===== config.mk =====
export PLATFORM = sky130hd
export DESIGN_NAME = repl_ctrl
export DESIGN_NICKNAME = d
export VERILOG_FILES = /design/src/rtl/repl_pkg.sv /design/src/rtl/repl_lfsr.sv /design/src/rtl/repl_set_update.sv /design/src/rtl/repl_victim_pick.sv /design/src/rtl/repl_ctrl.sv
export SDC_FILE = /design/constraint.sdc
export NUM_CORES = 1
export LEC_CHECK = 0
export BUFFER_PORTS_ARGS = -buffer_cell sky130_fd_sc_hd__buf_4
export CORE_ASPECT_RATIO = 1.75
export CORE_UTILIZATION = 59
export CTS_BUF_LIST = sky130_fd_sc_hd__clkbuf_8
export DETAILED_ROUTE_END_ITERATION = 6
export HOLD_SLACK_MARGIN = 0.06
export PLACE_DENSITY = 0.89
export REMOVE_ABC_BUFFERS = 1
export SKIP_CTS_REPAIR_TIMING = 1
export SLEW_MARGIN = 20
export SYNTH_ARGS = -nofsm -noshare
export SYNTH_HDL_FRONTEND = slang
export SYNTH_SLANG_ARGS = --single-unit

===== constraint.sdc =====
create_clock -name clk -period 4.13 [get_ports clk]
set_input_delay 0.413 -clock clk [delete_from_list [all_inputs] [get_ports clk]]
set_output_delay 0.413 -clock clk [all_outputs]
set_load 0.1 [all_outputs]

===== src/rtl/repl_pkg.sv =====
package repl_pkg;

   typedef enum int {
      POL_LRU  = 0,
      POL_NMRU = 1,
      POL_TREE = 2,
      POL_FIFO = 3,
      POL_RAND = 4
   } policy_e;

   // How the per-set state is organised
   typedef enum int {
      K_TREE = 0,   // WAYS-1 decision bits
      K_RANK = 1,   // one age field per way
      K_PTR  = 2,   // most recently used way
      K_NONE = 3    // no per-set state
   } state_kind_e;

   function automatic state_kind_e kind_of(policy_e p, int ways);
      case (p)
         POL_LRU:  return (ways == 2) ? K_TREE : K_RANK;
         POL_TREE: return K_TREE;
         POL_FIFO: return K_RANK;
         POL_NMRU: return K_PTR;
         default:  return K_NONE;
      endcase
   endfunction

   function automatic int state_bits(policy_e p, int ways);
      int ww;
      ww = (ways > 1) ? $clog2(ways) : 1;
      case (kind_of(p, ways))
         K_TREE:  return ways - 1;
         K_RANK:  return ways * ww;
         K_PTR:   return ww;
         default: return 1;
      endcase
   endfunction

   function automatic bit hit_moves(policy_e p);
      return (p != POL_FIFO) && (p != POL_RAND);
   endfunction

endpackage


===== src/rtl/repl_lfsr.sv =====
module repl_lfsr #(
   parameter int           W    = 16,
   parameter logic [W-1:0] TAPS = 16'hB400,
   parameter logic [W-1:0] SEED = 16'hACE1
) (
   input  logic         clk,
   input  logic         rst_n,
   output logic [W-1:0] rnd
);
   logic [W-1:0] lfsr_q;

   always_ff @(posedge clk or negedge rst_n) begin
      if (!rst_n)         lfsr_q <= SEED;
      else if (lfsr_q[0]) lfsr_q <= (lfsr_q >> 1) ^ TAPS;
      else                lfsr_q <= lfsr_q >> 1;
   end

   assign rnd = lfsr_q;
endmodule


===== src/rtl/repl_set_update.sv =====
module repl_set_update
   import repl_pkg::*;
#(
   parameter int      WAYS   = 4,
   parameter policy_e POLICY = POL_LRU,
   parameter int      SBW    = 8
) (
   input  logic [SBW-1:0]            st_i,
   input  logic                      fill_do,
   input  logic [$clog2(WAYS)-1:0]   fill_way,
   input  logic                      hit_do,
   input  logic [$clog2(WAYS)-1:0]   hit_way,
   output logic [SBW-1:0]            st_o
);
   localparam int          WW   = $clog2(WAYS);
   localparam state_kind_e KIND = kind_of(POLICY, WAYS);
   localparam bit          HITS = hit_moves(POLICY);

   logic [SBW-1:0] st_mid;

   generate
      if (KIND == K_TREE) begin : g_tree
         function automatic logic [SBW-1:0] touch(logic [SBW-1:0] s, logic [WW-1:0] w);
            int node;
            node = 1;
            for (int l = WW - 1; l >= 0; l--) begin
               s[node-1] = ~w[l];
               node      = 2 * node + int'(w[l]);
            end
            return s;
         endfunction
         always_comb begin
            st_mid = fill_do ? touch(st_i, fill_way) : st_i;
            st_o   = (hit_do && HITS) ? touch(st_mid, hit_way) : st_mid;
         end
      end else if (KIND == K_RANK) begin : g_rank
         function automatic logic [SBW-1:0] touch(logic [SBW-1:0] s, logic [WW-1:0] w);
            logic [WW-1:0] age_w;
            age_w = s[int'(w)*WW +: WW];
            for (int i = 0; i < WAYS; i++) begin
               if (s[i*WW +: WW] < age_w) s[i*WW +: WW] = s[i*WW +: WW] + 1'b1;
            end
            s[int'(w)*WW +: WW] = '0;
            return s;
         endfunction
         always_comb begin
            st_mid = fill_do ? touch(st_i, fill_way) : st_i;
            st_o   = (hit_do && HITS) ? touch(st_mid, hit_way) : st_mid;
         end
      end else if (KIND == K_PTR) begin : g_ptr
         always_comb begin
            st_mid = fill_do ? SBW'(fill_way) : st_i;
            st_o   = (hit_do && HITS) ? SBW'(hit_way) : st_mid;
         end
      end else begin : g_none
         always_comb begin
            st_mid = st_i;
            st_o   = st_mid;
         end
      end
   endgenerate
endmodule


===== src/rtl/repl_victim_pick.sv =====
module repl_victim_pick
   import repl_pkg::*;
#(
   parameter int      WAYS   = 4,
   parameter policy_e POLICY = POL_LRU,
   parameter int      SBW    = 8,
   parameter int      RW     = 16
) (
   input  logic [SBW-1:0]          st_i,
   input  logic [WAYS-1:0]         occ_i,
   input  logic [RW-1:0]           rnd_i,
   output logic [$clog2(WAYS)-1:0] way_o
);
   localparam int          WW   = $clog2(WAYS);
   localparam state_kind_e KIND = kind_of(POLICY, WAYS);

   logic [WW-1:0] pol_way;
   logic [WW-1:0] empty_way;
   logic          any_empty;

   always_comb begin
      any_empty = 1'b0;
      empty_way = '0;
      for (int i = WAYS - 1; i >= 0; i--) begin
         if (!occ_i[i]) begin
            any_empty = 1'b1;
            empty_way = WW'(i);
         end
      end
   end

   generate
      if (KIND == K_TREE) begin : g_tree
         always_comb begin
            int node;
            node    = 1;
            pol_way = '0;
            for (int l = WW - 1; l >= 0; l--) begin
               pol_way[l] = st_i[node-1];
               node       = 2 * node + int'(st_i[node-1]);
            end
         end
      end else if (KIND == K_RANK) begin : g_rank
         always_comb begin
            pol_way = '0;
            for (int i = 0; i < WAYS; i++) begin
               if (st_i[i*WW +: WW] == WW'(WAYS - 1)) pol_way = WW'(i);
            end
         end
      end else if (KIND == K_PTR) begin : g_ptr
         always_comb begin
            if (int'(st_i[WW-1:0]) == WAYS - 1) pol_way = '0;
            else                                pol_way = st_i[WW-1:0] + 1'b1;
         end
      end else begin : g_rand
         always_comb pol_way = WW'(rnd_i % RW'(WAYS));
      end
   endgenerate

   assign way_o = any_empty ? empty_way : pol_way;
endmodule


===== src/rtl/repl_ctrl.sv =====
module repl_ctrl
   import repl_pkg::*;
#(
   parameter int      WAYS   = 4,
   parameter int      SETS   = 16,
   parameter policy_e POLICY = POL_LRU,
   parameter int      RW     = 16
) (
   input  logic                      clk,
   input  logic                      rst_n,
   input  logic                      fill_en,
   input  logic [$clog2(SETS)-1:0]   fill_set,
   input  logic [$clog2(WAYS)-1:0]   fill_way,
   input  logic                      fill_noreuse,
   input  logic                      hit_en,
   input  logic [$clog2(SETS)-1:0]   hit_set,
   input  logic [$clog2(WAYS)-1:0]   hit_way,
   input  logic                      vic_req,
   input  logic [$clog2(SETS)-1:0]   vic_set,
   output logic [$clog2(WAYS)-1:0]   vic_way,
   output logic                      vic_valid
);
   localparam int          WW   = $clog2(WAYS);
   localparam int          SW   = $clog2(SETS);
   localparam int          SBW  = state_bits(POLICY, WAYS);
   localparam state_kind_e KIND = kind_of(POLICY, WAYS);

   // Elaboration checks
   generate
      if (WAYS < 2) begin : g_bad_ways
         $error("repl_ctrl: WAYS must be at least 2");
      end
      if (SETS < 2 || SETS != (1 << SW)) begin : g_bad_sets
         $error("repl_ctrl: SETS must be a power of two, at least 2");
      end
      if (KIND == K_TREE && WAYS != (1 << WW)) begin : g_bad_tree
         $error("repl_ctrl: tree policy needs a power-of-two WAYS");
      end
   endgenerate

   function automatic logic [SBW-1:0] init_state();
      logic [SBW-1:0] s;
      s = '0;
      if (KIND == K_RANK) begin
         for (int i = 0; i < WAYS; i++) s[i*WW +: WW] = WW'(i);
      end
      return s;
   endfunction

   localparam logic [SBW-1:0] ST_INIT = init_state();

   logic [SETS-1:0][WAYS-1:0] valid_q;
   logic [SETS-1:0][SBW-1:0]  state_q;
   logic [RW-1:0]             rnd;
   logic                      fill_apply;
   logic                      same_set;
   logic [SBW-1:0]            st_fill_nxt;
   logic [SBW-1:0]            st_hit_nxt;
   logic [WW-1:0]             pick;

   assign fill_apply = fill_en && !fill_noreuse;
   assign same_set   = fill_apply && hit_en && (hit_set == fill_set);

   repl_lfsr #(.W(RW)) lfsr_i (
      .clk   (clk),
      .rst_n (rst_n),
      .rnd   (rnd)
   );

   // Fill path, folding in a same-set hit after the fill
   repl_set_update #(.WAYS(WAYS), .POLICY(POLICY), .SBW(SBW)) upd_fill_i (
      .st_i     (state_q[fill_set]),
      .fill_do  (fill_apply),
      .fill_way (fill_way),
      .hit_do   (same_set),
      .hit_way  (hit_way),
      .st_o     (st_fill_nxt)
   );

   // Hit path for a set that sees no fill this cycle
   repl_set_update #(.WAYS(WAYS), .POLICY(POLICY), .SBW(SBW)) upd_hit_i (
      .st_i     (state_q[hit_set]),
      .fill_do  (1'b0),
      .fill_way (fill_way),
      .hit_do   (hit_en),
      .hit_way  (hit_way),
      .st_o     (st_hit_nxt)
   );

   repl_victim_pick #(.WAYS(WAYS), .POLICY(POLICY), .SBW(SBW), .RW(RW)) pick_i (
      .st_i  (state_q[vic_set]),
      .occ_i (valid_q[vic_set]),
      .rnd_i (rnd),
      .way_o (pick)
   );

   always_ff @(posedge clk or negedge rst_n) begin
      if (!rst_n) begin
         valid_q <= '0;
         for (int s = 0; s < SETS; s++) state_q[s] <= ST_INIT;
      end else begin
         if (hit_en && !same_set) state_q[hit_set] <= st_hit_nxt;
         if (fill_apply) begin
            state_q[fill_set]           <= st_fill_nxt;
            valid_q[fill_set][fill_way] <= 1'b1;
         end
      end
   end

   always_ff @(posedge clk or negedge rst_n) begin
      if (!rst_n) begin
         vic_valid <= 1'b0;
         vic_way   <= '0;
      end else begin
         vic_valid <= vic_req;
         if (vic_req) vic_way <= pick;
      end
   end
endmodule


# Word-level counts from Yosys, hierarchy flattened
# Cells that the tools add are included.
# word_totals
word_cells,138
mem_count,0
mem_bits_rw,0
reg_bits,195
latch_bits,0
out_inout_bits,3
mem_bits_ro,0
# classes
bitwise_logic,1
n_eq_ne,4
reduce_logical,9
order_cmp,19
n_shift,7
mul,0
muxes,50
n_addsub,14
div,0
# ops
cell,count
$bwmux 128,2
$mux 128,2
$bmux 8 s4,3
$neg 3->33,2
$shift 2x33->8 const A,2
$shiftx 2x33->8 const A,2
$demux 8 s4,2
$mux 8,8
$or 64x64->64,1
$mux 2,19
$add 2x1->2 const B,12
$bwmux 8,3
$lt 2x2->1,12
$shiftx 8x4->2,3
$bmux 4 s4,1
$demux 4 s4,1
$lt 4x5->1 const B,3
$ge 4x1->1 const B,2
$mux 4,2
$logic_and 1x1->1,7
$eq 2x2->1 const B,3
$mux 1,6
$eq 4x4->1,1
$lt 2x3->1 const B,1
other kinds (3),4

# Longest topological paths before layout
# Gate-level depths: netlist (run 1).
# depth
word_depth,14
ltp_mapped,20
ltp_nobuf,15

# By module
# A second synthesis (run 1) with hierarchy kept.
# unflattened
hier_cells,1558
area_unflattened_um2,14784.2
# modules_own_cells
mod,n_inst,seq_area_each_um2,area_per_inst_um2,cells_each
repl_ctrl,1,4959.8,12733.5,1311
repl_set_update,2,0.0,778.2,110
repl_lfsr,1,410.4,436.7,19
repl_victim_pick,1,0.0,57.6,8

# Worst setup path after synthesis (run 1)
# No wires, ideal clock.
# synth_path
path_type,input to register
from,input port fill_set[0]
to,register state_q[100] (netlist name)
n_path_buf,4
arrival_ps,4593
setup_slack_ps,-582
cell_stages,19
path_cell_list,buf_1 clkbuf_1 mux4_2 a22oi_1 nand2_1 mux4_2 inv_1 ha_1 nor3_1 nand4b_1 a21o_1 a21oi_1 nor3b_2 or3_1 buf_2 o31ai_1 a21oi_2 buf_6 o21a_1
# synth_via
elab_chain_len,14
elab_cells_between_ends,35
# synth_rtl
item,line_no,text
from (decl),repl_ctrl.sv:12,"input logic [$clog2(SETS)-1:0] fill_set,"
$bmux 8 s4,repl_ctrl.sv:72,".st_i (state_q[fill_set]),"
$mux 8 (not written as such),repl_ctrl.sv:72,
$shiftx 8x4->2,repl_set_update.sv:39,age_w = s[int'(w)*WW +: WW];
$lt 2x2->1,repl_set_update.sv:41,if (s[i*WW +: WW] < age_w) s[i*WW +: WW] = s[i*WW +: WW] + 1'b1;
$mux 2,repl_set_update.sv:41,
$bwmux 8,repl_set_update.sv:43,s[int'(w)*WW +: WW] = '0;
$mux 8,repl_set_update.sv:47,"st_mid = fill_do ? touch(st_i, fill_way) : st_i;"
$shiftx 8x4->2,repl_set_update.sv:39,
$lt 2x2->1,repl_set_update.sv:41,
$mux 2,repl_set_update.sv:41,
$bwmux 8,repl_set_update.sv:43,
$mux 8,repl_set_update.sv:48,"st_o = (hit_do && HITS) ? touch(st_mid, hit_way) : st_mid;"
$bwmux 128,repl_ctrl.sv:104,state_q[fill_set] <= st_fill_nxt;
$mux 128 *,repl_ctrl.sv:103,if (fill_apply) begin
"to (signal, indexed assignment)",repl_ctrl.sv:102,if (hit_en && !same_set) state_q[hit_set] <= st_hit_nxt;
"to (signal, indexed assignment)",repl_ctrl.sv:104,
to (decl),repl_ctrl.sv:53,logic [SETS-1:0][SBW-1:0] state_q;
# Mark *: on every way between the ends. The rest lies on a longest branch, timed or not. The select of a mux whose other input is x is not followed.
# A chain may end at the register's enable or synchronous reset.

# Worst setup path after layout (run 1)
# layout_path
from,register state_q[73] (netlist name)
to,register state_q[42] (netlist name)
# layout_via
elab_chain_len,14
elab_cells_between_ends,31
# layout_rtl
item,line_no
$bmux 8 s4,repl_ctrl.sv:72
$mux 8 (not written as such),repl_ctrl.sv:72
$shiftx 8x4->2,repl_set_update.sv:39
$lt 2x2->1,repl_set_update.sv:41
$mux 2,repl_set_update.sv:41
$bwmux 8,repl_set_update.sv:43
$mux 8,repl_set_update.sv:47
$shiftx 8x4->2,repl_set_update.sv:39
$lt 2x2->1,repl_set_update.sv:41
$mux 2,repl_set_update.sv:41
$bwmux 8,repl_set_update.sv:43
$mux 8,repl_set_update.sv:48
$bwmux 128,repl_ctrl.sv:104
$mux 128 *,repl_ctrl.sv:103
# Marks and branches as above.

==> tab_implementation.tex, run 1 <==
\begin{tabular}{lr}
\hline
Metric & Value \\
\hline
\multicolumn{2}{l}{\textbf{Clocking}} \\
TritonCTS clock tree & done \\
Sink Count & 195 \\
Clock insertion delay at the later pin of the skew report & 0.53 ns \\
Maximum buffer depth of the clock tree & 2 \\
Root Driver & sky130\_fd\_sc\_hd\_\_clkbuf\_8 \\
Number of buffers inserted during clock tree synthesis & 17 \\
Maximum level of the CTS H-tree & 4 \\
Clock Pin Slew Worst Setup and Hold Paths & 0.11 ns \\
\multicolumn{2}{l}{\textbf{Timing}} \\
Number of slew-limit violations in the final report & 0 \\
Slew margin rel. & 22.9\% \\
Worst clock skew on the final layout & 0.0161 ns \\
Setup repair after global routing missed its margin & true \\
Ratio of final minimum period to clock period & 109\% \\
Worst Hold Slack & 0.463 ns \\
Final period demand of the worst path & 4.49 ns \\
Least-Margin Pin Slew & 1.15 ns \\
Worst-case setup margin in the final layout & -0.362 ns \\
Setup-failing EPs final & 128 \\
Peak Freq & 0.223 GHz \\
Final Hold Fails & 0 \\
\multicolumn{2}{l}{\textbf{Power and ir drop}} \\
PwrDens & 623 nW/um\^{}2 \\
Static leakage & 6.08 nW \\
VDD IR-drop max & 0.298 mV \\
\multicolumn{2}{l}{\textbf{Floorplanning}} \\
Starting density of the core & 60.2\% \\
Core Region & 20900 um\^{}2 \\
Die span in y & 195 um \\
Number of top-level design ports & 25 \\
Die Wd & 112 um \\
FP Rows & 70 \\
Total die area & 22000 um\^{}2 \\
\multicolumn{2}{l}{\textbf{Synth}} \\
Number of register bits inferred by synthesis & 195 \\
Cell Area, Synth & 12600 um\^{}2 \\
Portion of synthesized cell area occupied by the leading cell type & 26.0\% \\
EDFF count, synth & 0 \\
Synth unique cells & 63 \\
Cell type with the highest aggregate area in the netlist & sky130\_fd\_sc\_hd\_\_dfrtp\_1 \\
Cell types with the largest area share after synthesis & sky130\_fd\_sc\_hd\_\_dfrtp\_1, sky130\_fd\_sc\_hd\_\_mux4\_2, sky130\_fd\_sc\_hd\_\_dfstp\_2 \\
Fraction of registers with async set or reset after synthesis & 100\% \\
Cell count after synthesis & 1257 \\
Proportion of synthesized chip area in sequential cells & 39.4\% \\
Most used flip-flop cell after synthesis & sky130\_fd\_sc\_hd\_\_dfrtp\_1 \\
Total of warnings raised by yosys & 0 \\
Average cell area after synthesis & 10.0 um\^{}2 \\
\multicolumn{2}{l}{\textbf{Global route}} \\
Antenna violations before repair & 2 \\
Global routing usage summed across all routing layers & 46.0\% \\
Number of global-route vias before repair & 12198 \\
First-pass GRT wire length & 72700 um \\
Maximum number of pins on one net before global-route repair & 95 \\
Grt ovf & 0 \\
\multicolumn{2}{l}{\textbf{Placement}} \\
Total half-perimeter wirelength after legalization and detailed placement & 33600 um \\
Port bufs & 24 \\
Placed inst area & 13900 um\^{}2 \\
GPL Wtd Cong & 1.03 \\
\multicolumn{2}{l}{\textbf{Setup path}} \\
Data arrival time of the worst path & 4.96 ns \\
Worst Path Buf+Inv & 4 \\
Max FO, Critical Path & 8 \\
Endpoint kind of the worst setup timing path & flop \\
Req. time, crit path & 4.60 ns \\
Ordered list of cells on the worst path & mux4\_2 -> a22oi\_2 -> nand2\_2 -> mux4\_2 -> clkinv\_4 -> ha\_4 -> nor3\_4 -> buf\_4 -> nand3\_4 -> a21oi\_2 -> o21ai\_2 -> and3b\_1 -> a221oi\_2 -> buf\_4 -> o21ai\_2 -> a221oi\_4 -> clkbuf\_16 -> o21a\_1 \\
Slowest CP cell & sky130\_fd\_sc\_hd\_\_mux4\_2 \\
Largest stage delay, worst path & 0.54 ns \\
CP Class & reg -> reg \\
Launching element type of the critical path & flop \\
Top delay family on crit path & compound AO/OA/AOI/OAI gates \\
\multicolumn{2}{l}{\textbf{Routing}} \\
Number of design-rule violations left by the first detailed-router iteration & 1822 \\
Number of routed nets with antenna violations & 0 \\
Total number of vias & 12518 \\
Pre-antenna DRT Iters & 7 \\
\# DRC & 0 \\
Average routed wire per standard cell & 30.3 um \\
Detailed Route WL & 49500 um \\
DR vias/cell & 7.67 \\
\multicolumn{2}{l}{\textbf{Flow run}} \\
Number of max-cap violations & 0 \\
\multicolumn{2}{l}{\textbf{Run status}} \\
Status & finished with violations \\
Failing checks & setup timing \\
\multicolumn{2}{l}{\textbf{Worst hold path}} \\
Worst hold-check path type & reg -> reg \\
\multicolumn{2}{l}{\textbf{Cells and area}} \\
Number of fill cells & 1484 \\
Storage cell area & 4960 um\^{}2 \\
Area grow syn2layout & 16.7\% \\
Number of nets in the finished design & 1398 \\
Inserted Diodes & 0 \\
Multi-input logic area & 7380 um\^{}2 \\
Most common cell after layout, fill and taps aside & sky130\_fd\_sc\_hd\_\_nand2\_1 \\
Layout cells sized above 1 & 29.8\% \\
Post-route cell area & 14700 um\^{}2 \\
Most frequent cells in the layout & sky130\_fd\_sc\_hd\_\_nand2\_1, sky130\_fd\_sc\_hd\_\_buf\_4, sky130\_fd\_sc\_hd\_\_dfrtp\_1 \\
\hline
\end{tabular}
-- cell families (layout without fill, tap and decap cells) --
kind of cell | after synthesis | in the layout | synth area share, %
AND/OR/NAND/NOR | 378 | 378 | 13.6
XOR/XNOR | 8 | 8 | 0.556
adder cells (fa/ha/maj) | 8 | 8 | 0.795
buffers and inverters | 106 | 229 | 3.80
multiplexers | 105 | 105 | 16.9
flip-flops | 195 | 195 | 39.4
AO/OA/AOI/OAI | 457 | 458 | 24.9
-- cells in the mapped netlist, types with 22 or more instances --
cell,n
sky130_fd_sc_hd__nand2_1,194
sky130_fd_sc_hd__dfrtp_1,131
sky130_fd_sc_hd__o211ai_1,121
sky130_fd_sc_hd__o21ai_0,99
sky130_fd_sc_hd__mux4_2,80
sky130_fd_sc_hd__dfstp_2,64
sky130_fd_sc_hd__o21a_1,64
sky130_fd_sc_hd__clkbuf_1,60
sky130_fd_sc_hd__nor2_1,57
sky130_fd_sc_hd__a21o_1,47
sky130_fd_sc_hd__a21oi_1,33
sky130_fd_sc_hd__nand3_1,30
sky130_fd_sc_hd__nor3_1,22
-- stage by stage --
step / utilization (%) / TNS (ns) / std cells / worst slack (ns) / power, mW
after floorplan: - / -4.63 / 1160 / -0.108 / 5.33
after global placement: 66.3 / -111.26 / 1585 / -1.05 / 7.10
after detailed placement: 66.3 / -126.83 / 1585 / -1.22 / 7.24
after CTS: 68.3 / -73.70 / 1617 / -0.815 / 8.61
after global routing: 70.2 / -45.95 / 1633 / -0.481 / 9.45
final: 70.2 / -27.94 / 1633 / -0.362 / 9.15
-- metal layers --
metal | GRT usage, % | share of wire [%]
met1 | 48.6 | 30
met2 | 72.2 | 45
met3 | 15.6 | 13
met4 | 41.5 | 12
met5 | 0 | 0.16
-- registers in the layout (all words and copies together), names as in the netlist --
name	flops
vic_valid	1
vic_way	2
state_q	128
valid_q	64
-- cell type report --
cell class              count  share of cell area [%]
clock buffers              17                    1.59
well taps                 252                    2.15
flip-flops and latches    195                    33.8
multi-input cells         957                    50.2
repair buffers            188                    10.7
inverters                   9                   0.264
clock inverters            15                    1.33
-- where the power goes --
| part | internal, mW | switching [mW] | total (mW) |
|---|---|---|---|
| clock network | 0.569 | 0.813 | 1.38 |
| logic | 2.13 | 2.24 | 4.37 |
| registers | 2.70 | 0.696 | 3.40 |
-- final timing paths --
check,start,end,slack [ns],depth (start not counted)
max in group asynchronous,rst_n,state_q[117],2.62,3
min in group asynchronous,rst_n,state_q[112],0.51,2
max,state_q[73],state_q[42],-0.36,18
min reg2reg,valid_q[22],valid_q[22],0.46,1
min,valid_q[22],valid_q[22],0.46,1
max reg2reg,state_q[73],state_q[42],-0.36,18
No activity file was read; power rests on OpenSTA's default activity.
==> run 2: changes to the inputs <==
Settings changed: CORE_UTILIZATION 59 to 60, PLACE_DENSITY 0.89 to 0.87.
Clock period 4.13 ns to 5.6 ns, I/O delays scaled along.
==> run 2 against run 1 <==
The flow finishes with violations (DRC). Sequential share of layout area is 3.6 points higher. Clock power is 28% lower. Core utilization is 5.2 points lower. Sequential power is 22% lower. Worst hold slack worse by 0.25 ns. Non-clock buffer count is 141 lower. Clock skew is 0.00080 ns lower. Critical path depth is 2 lower. Register-to-register slack better by 0.85 ns. Wire length is 10% lower. Critical path type is now in -> reg. Highest routed layer is now met4.
==> tab_implementation.tex, run 2 (synthesis results as in run 1) <==
\begin{tabular}{lr}
\hline
Metric & Value \\
\hline
\multicolumn{2}{l}{\textbf{Run status}} \\
Status & finished with violations (unchanged) \\
Failing checks & DRC (was setup timing) \\
\multicolumn{2}{l}{\textbf{Timing}} \\
Ratio of final minimum period to clock period & 91.6\% \\
Peak Freq & 0.195 GHz \\
Worst Hold Slack & 0.213 ns (was 0.463 ns) \\
Final Hold Fails & 0 (unchanged) \\
Aggregate negative setup slack & 0 ns (was -27.94 ns) \\
Setup-failing EPs final & 0 (was 128) \\
Number of slew-limit violations in the final report & 0 (unchanged) \\
Slew margin rel. & 27.0\% (was 22.9\%) \\
Setup repair after global routing missed its margin & false (was true) \\
Worst clock skew on the final layout & 0.0153 ns (was 0.0161 ns) \\
Final period demand of the worst path & 5.13 ns \\
Least-Margin Pin Slew & 1.09 ns (was 1.15 ns) \\
\multicolumn{2}{l}{\textbf{Setup path}} \\
Startpoint of the most critical register-to-register path & state\_q[3] (was state\_q[73]) \\
Worst R2R Path Depth & 15 (was 18) \\
CP Launch Point & fill\_set[1] (was state\_q[73]) \\
Endpoint kind of the worst setup timing path & flop (unchanged) \\
Launching element type of the critical path & input pin (was flop) \\
Critical Path Sink & state\_q[84] (was state\_q[42]) \\
Critical register-to-register path endpoint & state\_q[84] (was state\_q[42]) \\
Data arrival time of the worst path & 5.56 ns (was 4.96 ns) \\
Worst setup slack for register-to-register paths & 0.49 ns (was -0.36 ns) \\
CP Class & in -> reg (was reg -> reg) \\
Max FO, Critical Path & 23 (was 8) \\
Req. time, crit path & 6.03 ns (was 4.60 ns) \\
\multicolumn{2}{l}{\textbf{Cells and area}} \\
Max reg flops & 128 (unchanged) \\
Most frequent cells in the layout & sky130\_fd\_sc\_hd\_\_nand2\_1, sky130\_fd\_sc\_hd\_\_dfrtp\_1, sky130\_fd\_sc\_hd\_\_o211ai\_1 (was sky130\_fd\_sc\_hd\_\_nand2\_1, sky130\_fd\_sc\_hd\_\_buf\_4, sky130\_fd\_sc\_hd\_\_dfrtp\_1) \\
Storage cell area & 4960 um\^{}2 (unchanged) \\
Number of fill cells & 1588 (was 1484) \\
Cell Count, Final, Fillers Out & 1487 (was 1633) \\
Layout cells sized above 1 & 19.6\% (was 29.8\%) \\
Area grow syn2layout & 5.49\% (was 16.7\%) \\
Number of nets in the finished design & 1256 (was 1398) \\
Largest registers & state\_q (128), valid\_q (64), vic\_way (2) (unchanged) \\
Inserted Diodes & 0 (unchanged) \\
Largest Register & state\_q (unchanged) \\
Multi-input logic area & 7170 um\^{}2 (was 7380 um\^{}2) \\
Most common cell after layout, fill and taps aside & sky130\_fd\_sc\_hd\_\_nand2\_1 (unchanged) \\
\multicolumn{2}{l}{\textbf{Clocking}} \\
Clock Pin Slew Worst Setup and Hold Paths & 0.11 ns (about the same) \\
Maximum level of the CTS H-tree & 4 (unchanged) \\
Maximum buffer depth of the clock tree & 2 (unchanged) \\
Number of buffers inserted during clock tree synthesis & 17 (unchanged) \\
TritonCTS clock tree & done (unchanged) \\
Sink Count & 195 (unchanged) \\
Root Driver & sky130\_fd\_sc\_hd\_\_clkbuf\_8 (unchanged) \\
Clock insertion delay at the later pin of the skew report & 0.50 ns (was 0.53 ns) \\
\multicolumn{2}{l}{\textbf{Placement}} \\
Placed Cells & 1453 (was 1585) \\
GPL Wtd Cong & 1.05 (was 1.03) \\
Port bufs & 24 (unchanged) \\
Total half-perimeter wirelength after legalization and detailed placement & 30300 um (was 33600 um) \\
\multicolumn{2}{l}{\textbf{Floorplanning}} \\
Die Wd & 112 um (about the same) \\
Starting density of the core & 61.6\% (was 60.2\%) \\
Die span in y & 194 um (was 195 um) \\
Core Region & 20500 um\^{}2 (was 20900 um\^{}2) \\
Number of top-level design ports & 25 (unchanged) \\
FP Rows & 69 (was 70) \\
Total die area & 21600 um\^{}2 (was 22000 um\^{}2) \\
\multicolumn{2}{l}{\textbf{Global route}} \\
Global routing usage summed across all routing layers & 42.4\% (was 46.0\%) \\
First-pass GRT wire length & 67100 um (was 72700 um) \\
Grt ovf & 0 (unchanged) \\
Antenna violations before repair & 0 (was 2) \\
Maximum number of pins on one net before global-route repair & 189 (was 95) \\
Number of global-route vias before repair & 11021 (was 12198) \\
\multicolumn{2}{l}{\textbf{Routing}} \\
Pre-antenna DRT Iters & 7 (unchanged) \\
Number of routed nets with antenna violations & 0 (unchanged) \\
Total number of vias & 11617 (was 12518) \\
Number of design-rule violations left by the first detailed-router iteration & 1806 (was 1822) \\
\# DRC & 18 (was 0) \\
Average routed wire per standard cell & 29.8 um (was 30.3 um) \\
DR vias/cell & 7.81 (was 7.67) \\
Detailed Route WL & 44300 um (was 49500 um) \\
\multicolumn{2}{l}{\textbf{Power and ir drop}} \\
VDD IR-drop max & 0.203 mV (was 0.298 mV) \\
Static leakage & 5.32 nW (was 6.08 nW) \\
PwrDens & 449 nW/um\^{}2 (was 623 nW/um\^{}2) \\
\multicolumn{2}{l}{\textbf{Worst hold path}} \\
Worst hold-check path type & in -> reg (was reg -> reg) \\
\multicolumn{2}{l}{\textbf{Flow run}} \\
Number of max-cap violations & 0 (unchanged) \\
\hline
\end{tabular}
-- run 2: cell count changes in the layout (fill, tap and decap cells not counted), sizes merged --
cell,before,now
inv,15,14
buf,184,45
dlygate4sd3,2,1
a21oi,35,34
-- run 2: per-stage QoR --
| stage | power (mW) | cell area, um^2 | util [%] | setup WS, ns |
|---|---|---|---|---|
| 3_5_place_dp | 4.84 | 12800 | 62.6 | 0.0486 |
| 5_1_grt | 6.19 | 13300 | 64.9 | 0.123 |
| 2_1_floorplan | 3.93 | 12100 | - | 1.22 |
| 6_report | 5.97 | 13300 | 64.9 | 0.472 |
| 4_1_cts | 5.81 | 13200 | 64.7 | 0.545 |
| 3_3_place_gp | 4.76 | 12800 | 62.6 | 0.186 |
-- run 2: area by class of cell --
cell class | instances | share of cell area [%]
Timing Repair Buffer | 47 | 2.97
Inverter | 9 | 0.254
Clock inverter | 14 | 1.32
Sequential cell | 195 | 37.3
Multi-Input combinational cell | 956 | 53.9
Tap cell | 248 | 2.34
Clock buffer | 18 | 1.86
-- run 2: metal layers --
metal / routed length [um] / vias to the layer above / GRT usage [%]
li1: - / 4699 / -
met1: 13900 / 5617 / 47.4
met2: 20400 / 960 / 67.7
met3: 4890 / 341 / 11.2
met4: 5040 / 0 / 35.3
met5: 0 / - / 0
-- run 2: worst min-delay path by stage --
stage	startpoint	end	slack (ns)	depth (start not counted)
3_3_place_gp	rst_n	state_q[96]	0.39	1
5_1_grt	vic_req	vic_valid	0.20	1
6_report	vic_req	vic_valid	0.21	1
4_1_cts	rst_n	state_q[0]	-0.14	1
3_5_place_dp	rst_n	state_q[32]	0.39	1
2_1_floorplan	rst_n	state_q[0]	0.26	0
-- run 2: where the power goes --
| part | internal [mW] | total, mW | switching [mW] |
|---|---|---|---|
| Sequential | 2.00 | 2.64 | 0.643 |
| Combinational | 1.09 | 2.34 | 1.25 |
| Clock | 0.424 | 0.988 | 0.564 |
-- run 2: critical path, stage by stage --
cell and delay (ns):
sky130_fd_sc_hd__buf_4 0.33, sky130_fd_sc_hd__mux4_2 0.56, sky130_fd_sc_hd__a22oi_1 0.23, sky130_fd_sc_hd__nand2_1 0.29, sky130_fd_sc_hd__mux4_2 0.53, sky130_fd_sc_hd__inv_1 0.15
sky130_fd_sc_hd__ha_1 0.28, sky130_fd_sc_hd__nor3_1 0.43, sky130_fd_sc_hd__nand4b_1 0.23, sky130_fd_sc_hd__a21o_1 0.24, sky130_fd_sc_hd__a21oi_1 0.19, sky130_fd_sc_hd__nor3b_2 0.09
sky130_fd_sc_hd__a221oi_2 0.38, sky130_fd_sc_hd__o31ai_2 0.14, sky130_fd_sc_hd__a21oi_2 0.68, sky130_fd_sc_hd__o21a_1 0.24
